[config.mk]
export PLATFORM = sky130hd
export DESIGN_NAME = extint_conditioner
export DESIGN_NICKNAME = d
export VERILOG_FILES = /design/src/rtl/extint_pkg.sv /design/src/rtl/extint_sync.sv /design/src/rtl/extint_filter.sv /design/src/rtl/extint_edge.sv /design/src/rtl/extint_conditioner.sv
export SDC_FILE = /design/constraint.sdc
export NUM_CORES = 1
export LEC_CHECK = 0
export BUFFER_PORTS_ARGS = -buffer_cell sky130_fd_sc_hd__buf_2
export CELL_PAD_IN_SITES_DETAIL_PLACEMENT = 1
export CELL_PAD_IN_SITES_GLOBAL_PLACEMENT = 1
export CORE_ASPECT_RATIO = 1.1
export CORE_MARGIN = 10
export CORE_UTILIZATION = 27
export CTS_BUF_LIST = sky130_fd_sc_hd__clkbuf_16
export CTS_CLUSTER_DIAMETER = 80
export DETAILED_ROUTE_END_ITERATION = 10
export MAX_ROUTING_LAYER = met4
export PLACE_DENSITY = 0.7
export SLEW_MARGIN = 20
export SYNTH_ARGS = -nofsm -noshare
export SYNTH_HDL_FRONTEND = slang
export SYNTH_SLANG_ARGS = --single-unit
export TNS_END_PERCENT = 5
[constraint.sdc]
create_clock -name clk -period 1.99 [get_ports clk]
set_clock_uncertainty 0.2 [all_clocks]
set_input_delay 0.0995 -clock clk [delete_from_list [all_inputs] [get_ports clk]]
set_output_delay 0.0995 -clock clk [all_outputs]
set_load 0.02 [all_outputs]
[src/rtl/extint_pkg.sv]
package extint_pkg;
   typedef enum logic [1:0] {
      FILT_NONE = 2'b00,
      FILT_F1   = 2'b01,
      FILT_F8   = 2'b10,
      FILT_F32  = 2'b11
   } filt_sel_e;

   typedef struct packed {
      logic both;
      logic en;
   } ctl_t;
endpackage

[src/rtl/extint_sync.sv]
module extint_sync #(
   parameter int STAGES = 2
) (
   input  logic clk,
   input  logic rst_n,
   input  logic d,
   output logic q
);
   if (STAGES < 2) begin : g_bad_stages
      $error("extint_sync: STAGES must be at least 2");
   end

   logic [STAGES-1:0] ff_q;

   always_ff @(posedge clk or negedge rst_n) begin
      if (!rst_n) ff_q <= '0;
      else        ff_q <= {ff_q[STAGES-2:0], d};
   end

   assign q = ff_q[STAGES-1];
endmodule

[src/rtl/extint_filter.sv]
module extint_filter
   import extint_pkg::*;
#(
   parameter int AGREE    = 3,
   parameter int DIV_MID  = 8,
   parameter int DIV_SLOW = 32
) (
   input  logic      clk,
   input  logic      rst_n,
   input  filt_sel_e sel,
   input  logic      din,
   output logic      dout
);
   localparam int CNT_W = $clog2(DIV_SLOW);
   localparam int MID_W = $clog2(DIV_MID);

   if (AGREE < 2) begin : g_bad_agree
      $error("extint_filter: AGREE must be at least 2");
   end
   if (DIV_MID < 2 || (1 << MID_W) != DIV_MID) begin : g_bad_mid
      $error("extint_filter: DIV_MID must be a power of two >= 2");
   end
   if (DIV_SLOW <= DIV_MID || (1 << CNT_W) != DIV_SLOW) begin : g_bad_slow
      $error("extint_filter: DIV_SLOW must be a power of two above DIV_MID");
   end

   logic [CNT_W-1:0] pre_q;
   logic             samp;
   logic [AGREE-2:0] hist_q;
   logic [AGREE-1:0] window;
   logic             filt_q;

   always_ff @(posedge clk or negedge rst_n) begin
      if (!rst_n) pre_q <= '0;
      else        pre_q <= pre_q + 1'b1;
   end

   always_comb begin
      case (sel)
         FILT_F8:  samp = &pre_q[MID_W-1:0];
         FILT_F32: samp = &pre_q;
         default:  samp = 1'b1;
      endcase
   end

   assign window = {hist_q, din};

   if (AGREE == 2) begin : g_hist_one
      always_ff @(posedge clk or negedge rst_n) begin
         if (!rst_n)    hist_q <= '0;
         else if (samp) hist_q <= din;
      end
   end else begin : g_hist_many
      always_ff @(posedge clk or negedge rst_n) begin
         if (!rst_n)    hist_q <= '0;
         else if (samp) hist_q <= {hist_q[AGREE-3:0], din};
      end
   end

   always_ff @(posedge clk or negedge rst_n) begin
      if (!rst_n)                  filt_q <= 1'b0;
      else if (samp && &window)    filt_q <= 1'b1;
      else if (samp && ~|window)   filt_q <= 1'b0;
   end

   assign dout = (sel == FILT_NONE) ? din : filt_q;

   // the accepted level moves only on a sampling point
   a_r5_hold_between_samples : assert property (@(posedge clk) disable iff (!rst_n)
      !samp |=> $stable(filt_q));
   // a change of accepted level always follows agreement with the input
   a_r5_change_needs_input : assert property (@(posedge clk) disable iff (!rst_n)
      (samp && (din != filt_q) && (hist_q[0] != din)) |=> $stable(filt_q));
endmodule

[src/rtl/extint_edge.sv]
module extint_edge (
   input  logic clk,
   input  logic rst_n,
   input  logic lvl,
   input  logic en,
   input  logic both,
   input  logic pol,
   input  logic clr,
   input  logic mode_set,
   output logic trig_o,
   output logic flag_o
);
   logic prev_q;
   logic rise;
   logic fall;
   logic hit;
   logic flag_q;

   always_ff @(posedge clk or negedge rst_n) begin
      if (!rst_n) prev_q <= 1'b0;
      else        prev_q <= lvl;
   end

   assign rise = lvl & ~prev_q;
   assign fall = ~lvl & prev_q;

   always_comb begin
      if (both)     hit = rise | fall;
      else if (pol) hit = rise;
      else          hit = fall;
   end

   assign trig_o = en & hit;

   always_ff @(posedge clk or negedge rst_n) begin
      if (!rst_n)                   flag_q <= 1'b0;
      else if (trig_o || mode_set)  flag_q <= 1'b1;
      else if (clr)                 flag_q <= 1'b0;
   end

   assign flag_o = flag_q;

   // sticky until cleared
   a_r6_sticky : assert property (@(posedge clk) disable iff (!rst_n)
      (flag_q && !clr) |=> flag_q);
   // a qualified edge wins over a simultaneous clear
   a_r8_trig_sets_flag : assert property (@(posedge clk) disable iff (!rst_n)
      trig_o |=> flag_q);
   // disabled input cannot raise the request
   a_r1_disabled_quiet : assert property (@(posedge clk) disable iff (!rst_n)
      (!en && !mode_set && !flag_q) |=> !flag_q);
   // direction input must be 0 in both-edges mode
   a_r3_pol_zero : assert property (@(posedge clk) disable iff (!rst_n)
      (en && both) |-> !pol);
endmodule

[src/rtl/extint_conditioner.sv]
module extint_conditioner
   import extint_pkg::*;
#(
   parameter int SYNC_STAGES = 2,
   parameter int AGREE       = 3,
   parameter int DIV_MID     = 8,
   parameter int DIV_SLOW    = 32,
   parameter int REG_W       = 8
) (
   input  logic             clk,
   input  logic             rst_n,
   input  logic             pin_i,
   input  logic             edge_pol_i,
   input  logic             wr_en,
   input  logic             wr_sel,
   input  logic [REG_W-1:0] wr_data,
   input  logic             rd_sel,
   output logic [REG_W-1:0] rd_data,
   input  logic             clr_i,
   output logic             irq_flag_o,
   output logic             trig_o
);
   localparam int CTL_W  = $bits(ctl_t);
   localparam int FSEL_W = $bits(filt_sel_e);

   if (REG_W < CTL_W || REG_W < FSEL_W) begin : g_bad_reg
      $error("extint_conditioner: REG_W too narrow for the fields");
   end

   ctl_t      ctl_q;
   filt_sel_e fsel_q;
   logic      pin_sync;
   logic      lvl;
   logic      mode_set;
   logic      wr_ctl;
   logic      wr_flt;
   logic      wr_unused;

   assign wr_ctl    = wr_en & ~wr_sel;
   assign wr_flt    = wr_en & wr_sel;
   assign wr_unused = &{1'b0, wr_data[REG_W-1:CTL_W]};

   always_ff @(posedge clk or negedge rst_n) begin
      if (!rst_n) begin
         ctl_q  <= '0;
         fsel_q <= FILT_NONE;
      end else begin
         if (wr_ctl) ctl_q  <= ctl_t'(wr_data[CTL_W-1:0]);
         if (wr_flt) fsel_q <= filt_sel_e'(wr_data[FSEL_W-1:0]);
      end
   end

   assign mode_set = wr_ctl & wr_data[0] & (wr_data[1] ^ ctl_q.both);

   always_comb begin
      rd_data = '0;
      if (rd_sel) rd_data[FSEL_W-1:0] = fsel_q;
      else        rd_data[CTL_W-1:0]  = ctl_q;
   end

   extint_sync #(.STAGES(SYNC_STAGES)) u_sync (
      .clk   (clk),
      .rst_n (rst_n),
      .d     (pin_i),
      .q     (pin_sync)
   );

   extint_filter #(.AGREE(AGREE), .DIV_MID(DIV_MID), .DIV_SLOW(DIV_SLOW)) u_filt (
      .clk   (clk),
      .rst_n (rst_n),
      .sel   (fsel_q),
      .din   (pin_sync),
      .dout  (lvl)
   );

   extint_edge u_edge (
      .clk      (clk),
      .rst_n    (rst_n),
      .lvl      (lvl),
      .en       (ctl_q.en),
      .both     (ctl_q.both),
      .pol      (edge_pol_i),
      .clr      (clr_i),
      .mode_set (mode_set),
      .trig_o   (trig_o),
      .flag_o   (irq_flag_o)
   );

   // changing the edge mode while enabled raises the request
   a_r7_mode_rewrite : assert property (@(posedge clk) disable iff (!rst_n)
      mode_set |=> irq_flag_o);
   // a write to one register leaves the other unchanged
   a_r9_ctl_kept : assert property (@(posedge clk) disable iff (!rst_n)
      !wr_ctl |=> $stable(ctl_q));
endmodule

# Yosys cells after proc, flatten, opt, wreduce, memory -nomap -nowiden
# Cells that the tools add are included.
[totals]
ff_bits = 16
latchBits = 0
ram_bits = 0
romBits = 0
inputBits = 16
output_inout_bits = 10
elab_cells = 44
memories = 0
[op_classes]
add_sub_neg = 1
multipliers = 0
div = 0
magnitude_cmp = 0
n_eq_ne = 2
shift = 0
n_mux = 9
bitwise = 12
n_reduce_logical = 11
[ops]
columns = ["op", "count"]
rows = [
  ["1-bit AND", 7],
  ["1-bit 2-to-1 mux", 7],
  ["3-bit AND reduction", 2],
  ["5-bit by 1-bit adder with 5-bit output, second input constant", 1],
  ["5-bit AND reduction", 1],
  ["2-bit equality test, second input constant", 2],
  ["2-bit nonzero test", 2],
  ["1-bit NOT", 3],
  ["3-bit OR reduction", 1],
  ["1-bit logical AND", 2],
  ["2-bit logical NOT", 1],
  ["2-bit 2-to-1 mux", 1],
  ["1-bit one-hot mux with 2 select lines", 1],
  ["1-bit logical NOT", 1],
  ["1-bit logical OR", 1],
  ["1-bit OR", 1],
  ["1-bit bitwise XOR", 1],
]

# Longest topological paths before layout
[logic_depth]
ltp_word = 9
ltp_mapped = 7
mapped_depth_nobuf = 7

# Cells and area by module
# A second synthesis with hierarchy kept.
[hier_totals]
hier_cells = 64
hier_area_um2 = 794.5
[by_module_without_submodules]
columns = ["mod", "instances", "cells_per_inst", "area_per_inst_um2", "seq_area_each_um2"]
rows = [
  ["extint_filter", 1, 25, 342.8, 200.2],
  ["extint_conditioner", 1, 21, 259.0, 100.1],
  ["extint_edge", 1, 16, 142.6, 50.0],
  ["extint_sync", 1, 2, 50.0, 50.0],
]

# Worst setup path before layout
# OpenSTA, ideal clock, no wires.
[synth_timing]
path_kind = "register to register"
start = "reg fsel_q[1]"
end = "reg u_edge.flag_q, in the netlist u_edge.flag_o"
setup_time_ns = 0.126
t_arrival_ns = 1.547
required_time_ns = 1.664
setup_slack_ns = 0.117
stages_incl_launch_ff = 6
path_buffers = 0
synth_period_minus_slack_ns = 1.873
cell_sequence = "dfrtp_1 -> nor2_1 -> mux2_2 -> ha_1 -> a211o_1 -> a221o_1"
[synth_between]
elab_chain_cells = 9
elab_cells_between_ends = 12
classes_between = "4 x mux; 5 x bitwise; 3 x reduce/logical"
[synth_rtl]
columns = ["item", "line", "rtl"]
rows = [
  ["start, declared", "extint_conditioner.sv:31", "filt_sel_e fsel_q;"],
  ["start signal, assigned", "extint_conditioner.sv:49", "if (wr_flt) fsel_q <= filt_sel_e'(wr_data[FSEL_W-1:0]);"],
  ["2-bit logical NOT *", "extint_filter.sv:66", "assign dout = (sel == FILT_NONE) ? din : filt_q;"],
  ["1-bit 2-to-1 mux *", "extint_filter.sv:66", ""],
  ["via lvl", "extint_conditioner.sv:33", "logic lvl;"],
  ["1-bit NOT", "extint_edge.sv:25", "assign fall = ~lvl & prev_q;"],
  ["1-bit AND", "extint_edge.sv:25", ""],
  ["1-bit 2-to-1 mux / 1-bit OR (equally long branches)", "extint_edge.sv:29, extint_edge.sv:28", ""],
  ["1-bit 2-to-1 mux *", "extint_edge.sv:28", "if (both) hit = rise | fall;"],
  ["1-bit AND *", "extint_edge.sv:33", "assign trig_o = en & hit;"],
  ["1-bit logical OR *", "extint_edge.sv:37", "else if (trig_o || mode_set) flag_q <= 1'b1;"],
  ["1-bit 2-to-1 mux / 2-bit nonzero test (equally long branches)", "n/a", ""],
  ["end signal, assigned", "extint_edge.sv:36", "if (!rst_n) flag_q <= 1'b0;"],
  ["end signal, assigned", "extint_edge.sv:37", ""],
  ["end signal, assigned", "extint_edge.sv:38", "else if (clr) flag_q <= 1'b0;"],
  ["end, declared", "extint_edge.sv:17", "logic flag_q;"],
]
# The timed path passes the listed nets; every way through them passes the cells marked *.
# A chain may end at the register's enable or synchronous reset.

# Worst setup path in the final report
[layout_timing]
start = "reg fsel_q[0]"
end = "out trig_o"
[layout_between]
elab_chain_cells = 7
elab_cells_between_ends = 9
classes_between = "3 x mux; 5 x bitwise; 1 x reduce/logical"
[layout_rtl]
columns = ["item", "line", "rtl"]
rows = [
  ["2-bit logical NOT *", "extint_filter.sv:66", ""],
  ["1-bit 2-to-1 mux *", "extint_filter.sv:66", ""],
  ["via lvl", "extint_conditioner.sv:33", ""],
  ["1-bit NOT", "extint_edge.sv:25", ""],
  ["1-bit AND", "extint_edge.sv:25", ""],
  ["1-bit 2-to-1 mux / 1-bit OR (equally long branches)", "extint_edge.sv:29, extint_edge.sv:28", ""],
  ["1-bit 2-to-1 mux *", "extint_edge.sv:28", ""],
  ["1-bit AND *", "extint_edge.sv:33", ""],
  ["end, declared", "extint_conditioner.sv:21", "output logic trig_o"],
]
# Marks and branches as above.

==> out/qor_table.md <==
| Result | Value |
|:---|:---|
| Status | complete, but fails checks |
| Violated checks | negative setup slack |
| Number of distinct library cells after synthesis | 20 |
| Number of placement rows | 20 |
| Highest net fanout along the worst path | 3 |
| Starting density of the core | 27.8% |
| Post-layout worst setup margin | -0.148 ns |
| Input/output buffers | 13 |
| Number of vias per cell | 4.31 |
| TritonCTS clock tree | built |
| Number of endpoints with negative hold slack in the final report | 0 |
| Clock sink count | 16 |
| Nets | 105 |
| Height of the chip | 75.6 um |
| First-pass GRT wire length | 2370 um |
| Share of the synthesized area in the top cell type | 52.7% |
| Tcrit/Tclk final | 107% |
| Commonest cells post-synth | dfrtp_1, mux2_2, buf_4 |
| Synthesis Warnings | 0 |
| Core region area | 2730 um2 |
| CTS Buf Count | 3 |
| Worst Setup Start Kind | register |
| Fin crit period | 2.14 ns |
| Static Leak | 0.506 nW |
| Number of enable-type register cells in the synthesized netlist | 0 |
| Max-slew violation count | 0 |
| Sequential share of the synthesized area | 52.7% |
| Biggest area contributors in the synthesized netlist | dfrtp_1, mux2_2, ha_1, buf_4, and3_1 |
| Total routing resource utilization after global routing | 5.86% |
| Max-cap violation count | 0 |
| Area of the mapped netlist | 759 um2 |
| Number of antenna violations at the first check in global routing | 0 |
| Grt total ovfl | 0 |
| Maximum operating frequency | 468 MHz |
| Endpoint arrival time on the critical path | 1.84 ns |
| RSZ-0062 raised after global routing | yes |
| Post-CTS Setup Bufs | 0 |
| Avg WL per Cell | 13.4 um |
| Antenna-violating nets left | 0 |
| Final-report setup violation count | 1 |
| Setup crit end kind | output pin |
| Top_reg_cell synth | dfrtp_1 |
| Largest buffer count on any clock path | 2 |
| Standard cell with the maximum stage delay on the critical path | dfrtp_1 |
| Mapped Avg Cell Area | 12.7 um2 |
| Clock tree root buffer cell | clkbuf_16 |
| Critical path class | register to output pin |
| Worst voltage drop across the vdd grid | 0.528 mV |
| Power per Cell Area | 1030 nW/um2 |
| Die X-Extent | 70.6 um |
| Post-synthesis instance total | 60 |
| Yosys top cell by area | dfrtp_1 |
| Clock latency reported for the late side of the worst-skew pair | 0.25 ns |
| Maximum number of pins on one net before global-route repair | 17 |
| Path type of the worst min-delay path | primary input to register |
| Via count of the first global-routing pass | 561 |
| Worst path cell trace | nor2_2, mux2_4, ha_2, a211o_1, and2_4, buf_6 |
| Most common cell in the synthesized netlist | dfrtp_1 |
| Overall die area | 5340 um2 |
| Final core utilization | 37.6% |
| Detailed placement HPWL | 1190 um |
| Biggest cell delay along the critical path | 0.39 ns |
| Detailed router's first-iteration violation count | 8 |
| Routed vias | 500 |
| Global placement routability congestion | 0.656 |
| Count of TritonRoute iterations in the first routing pass | 2 |
| Total inserted antenna cells | 0 |
| DRC errors left | 0 |
| Layout Area Growth over Synthesis | 34.9% |
| Share of flip-flops with an asynchronous set or reset | 100% |
| Num ports | 26 |
| Data required time of the worst path | 1.69 ns |
| Number of register bits inferred by synthesis | 16 |
| Final Routed Wirelength | 1550 um |
| Top Family by Delay on Critical Path | flip-flops |
| Bufs and invs on worst path | 1 |
| Fraction of layout cells with a size suffix above 1 | 38.6% |
| Maximum level of the CTS H-tree | 1 |
| Power, Total | 1.05 mW |
| Clock-pin slew on the worst setup and hold paths | 0.05 ns |
[metrics by stage]
| step | hold slack, ns | setup slack (ns) | instances | setup TNS, ns | cell area, um2 |
|---|---|---|---|---|---|
| 6_report | 0.0233 | -0.148 | 116 | -0.148 | 1020 |
| 5_1_grt | 0.0402 | -0.219 | 116 | -0.224 | 1020 |
| 4_1_cts | 0.0243 | -0.157 | 116 | -0.157 | 990 |
| 3_5_place_dp | -0.167 | 0.0112 | 107 | 0 | 855 |
| 3_3_place_gp | -0.173 | 0.0416 | 107 | 0 | 855 |
| 2_1_floorplan | -0.396 | 0.117 | 65 | 0 | 778 |
[cells in the final DEF (no fill, tap or decap), drive strengths merged]
cell and instances:
a211o 2, a21boi 1, a221o 1, and2 1
and3 4, buf 15, clkbuf 3, clkinv 1
conb 6, dfrtp 16, dlygate4sd3 5, ha 5
inv 4, mux2 9, mux2i 1, nand2 2
nand3 1, nor2 1, nor2b 2, o31a 1
xnor2 1, xor2 1
[worst min-delay path, delay by kind of cell]
family	cells	cell delay, ns
buffers and inverters	1	0.10
muxes	1	0.15
and+or+nand+nor	1	0.08
[path summary, 6_finish.rpt]
kind	start	endpoint	slack, ns	depth (start not counted)
worst max-delay path	fsel_q[0]	trig_o	-0.15	6
worst min-delay path	wr_sel	fsel_q[1]	0.02	3
worst max register to register	fsel_q[0]	u_edge.flag_o	0.05	5
worst min register to register	u_sync.ff_q[0]	u_sync.ff_q[1]	0.14	0
max in group asynchronous	rst_n	u_filt.hist_q[1]	1.23	2
min in group asynchronous	rst_n	u_filt.pre_q[2]	0.09	2
[where the power goes]
group / switching, mW / internal, mW
logic: 0.121 / 0.134
registers: 0.0385 / 0.371
clock network: 0.123 / 0.266
[sequential cells by signal (all words and copies together) (netlist names)]
name,flops
u_filt.hist_q,2
u_sync.ff_q,2
u_edge.prev_q,1
fsel_q,2
u_filt.filt_q,1
ctl_q,2
u_edge.flag_o,1
u_filt.pre_q,5
[per-layer routing]
metal | up-vias | share of wire (%) | wire, um | track usage, %
met1 | 243 | 41 | 629 | 5.42
met2 | 14 | 53 | 826 | 10.8
met3 | 3 | 3.9 | 60 | 1.82
met5 | - | 0 | 0 | -
met4 | 0 | 2.2 | 34 | 3.23
li1 | 240 | - | - | -
[final cells by class]
cell class                      instances  area [um2]
Clock inverter                          1        3.75
Sequential cell                        16         400
Fill cell                             303        1700
Clock buffer                            3        75.1
Inverter                                4        15.0
Multi-Input combinational cell         39         353
Timing Repair Buffer                   20         136
Tap cell                               33        41.3
[timing repair]
item / CTS / global route
pin swaps: 0 / 2
resized for setup: 3 / 10
hold buffers: 5 / 0
hold endpoints to repair: 22 / 0
endpoints found under the setup margin: 1 / 1
[cells by family after synthesis]
| family | count (synthesis) | synth area share, % |
|---|---|---|
| and+or+nand+nor | 11 | 7.91 |
| other | 1 | 0.494 |
| adders and majority gates | 5 | 8.24 |
| buffers and inverters | 10 | 7.91 |
| muxes | 10 | 14.7 |
| xor gates and xnor gates | 2 | 2.31 |
| DFF | 16 | 52.7 |
| AOI/OAI and AO/OA | 5 | 5.77 |
(Power assumes the default switching activity.)
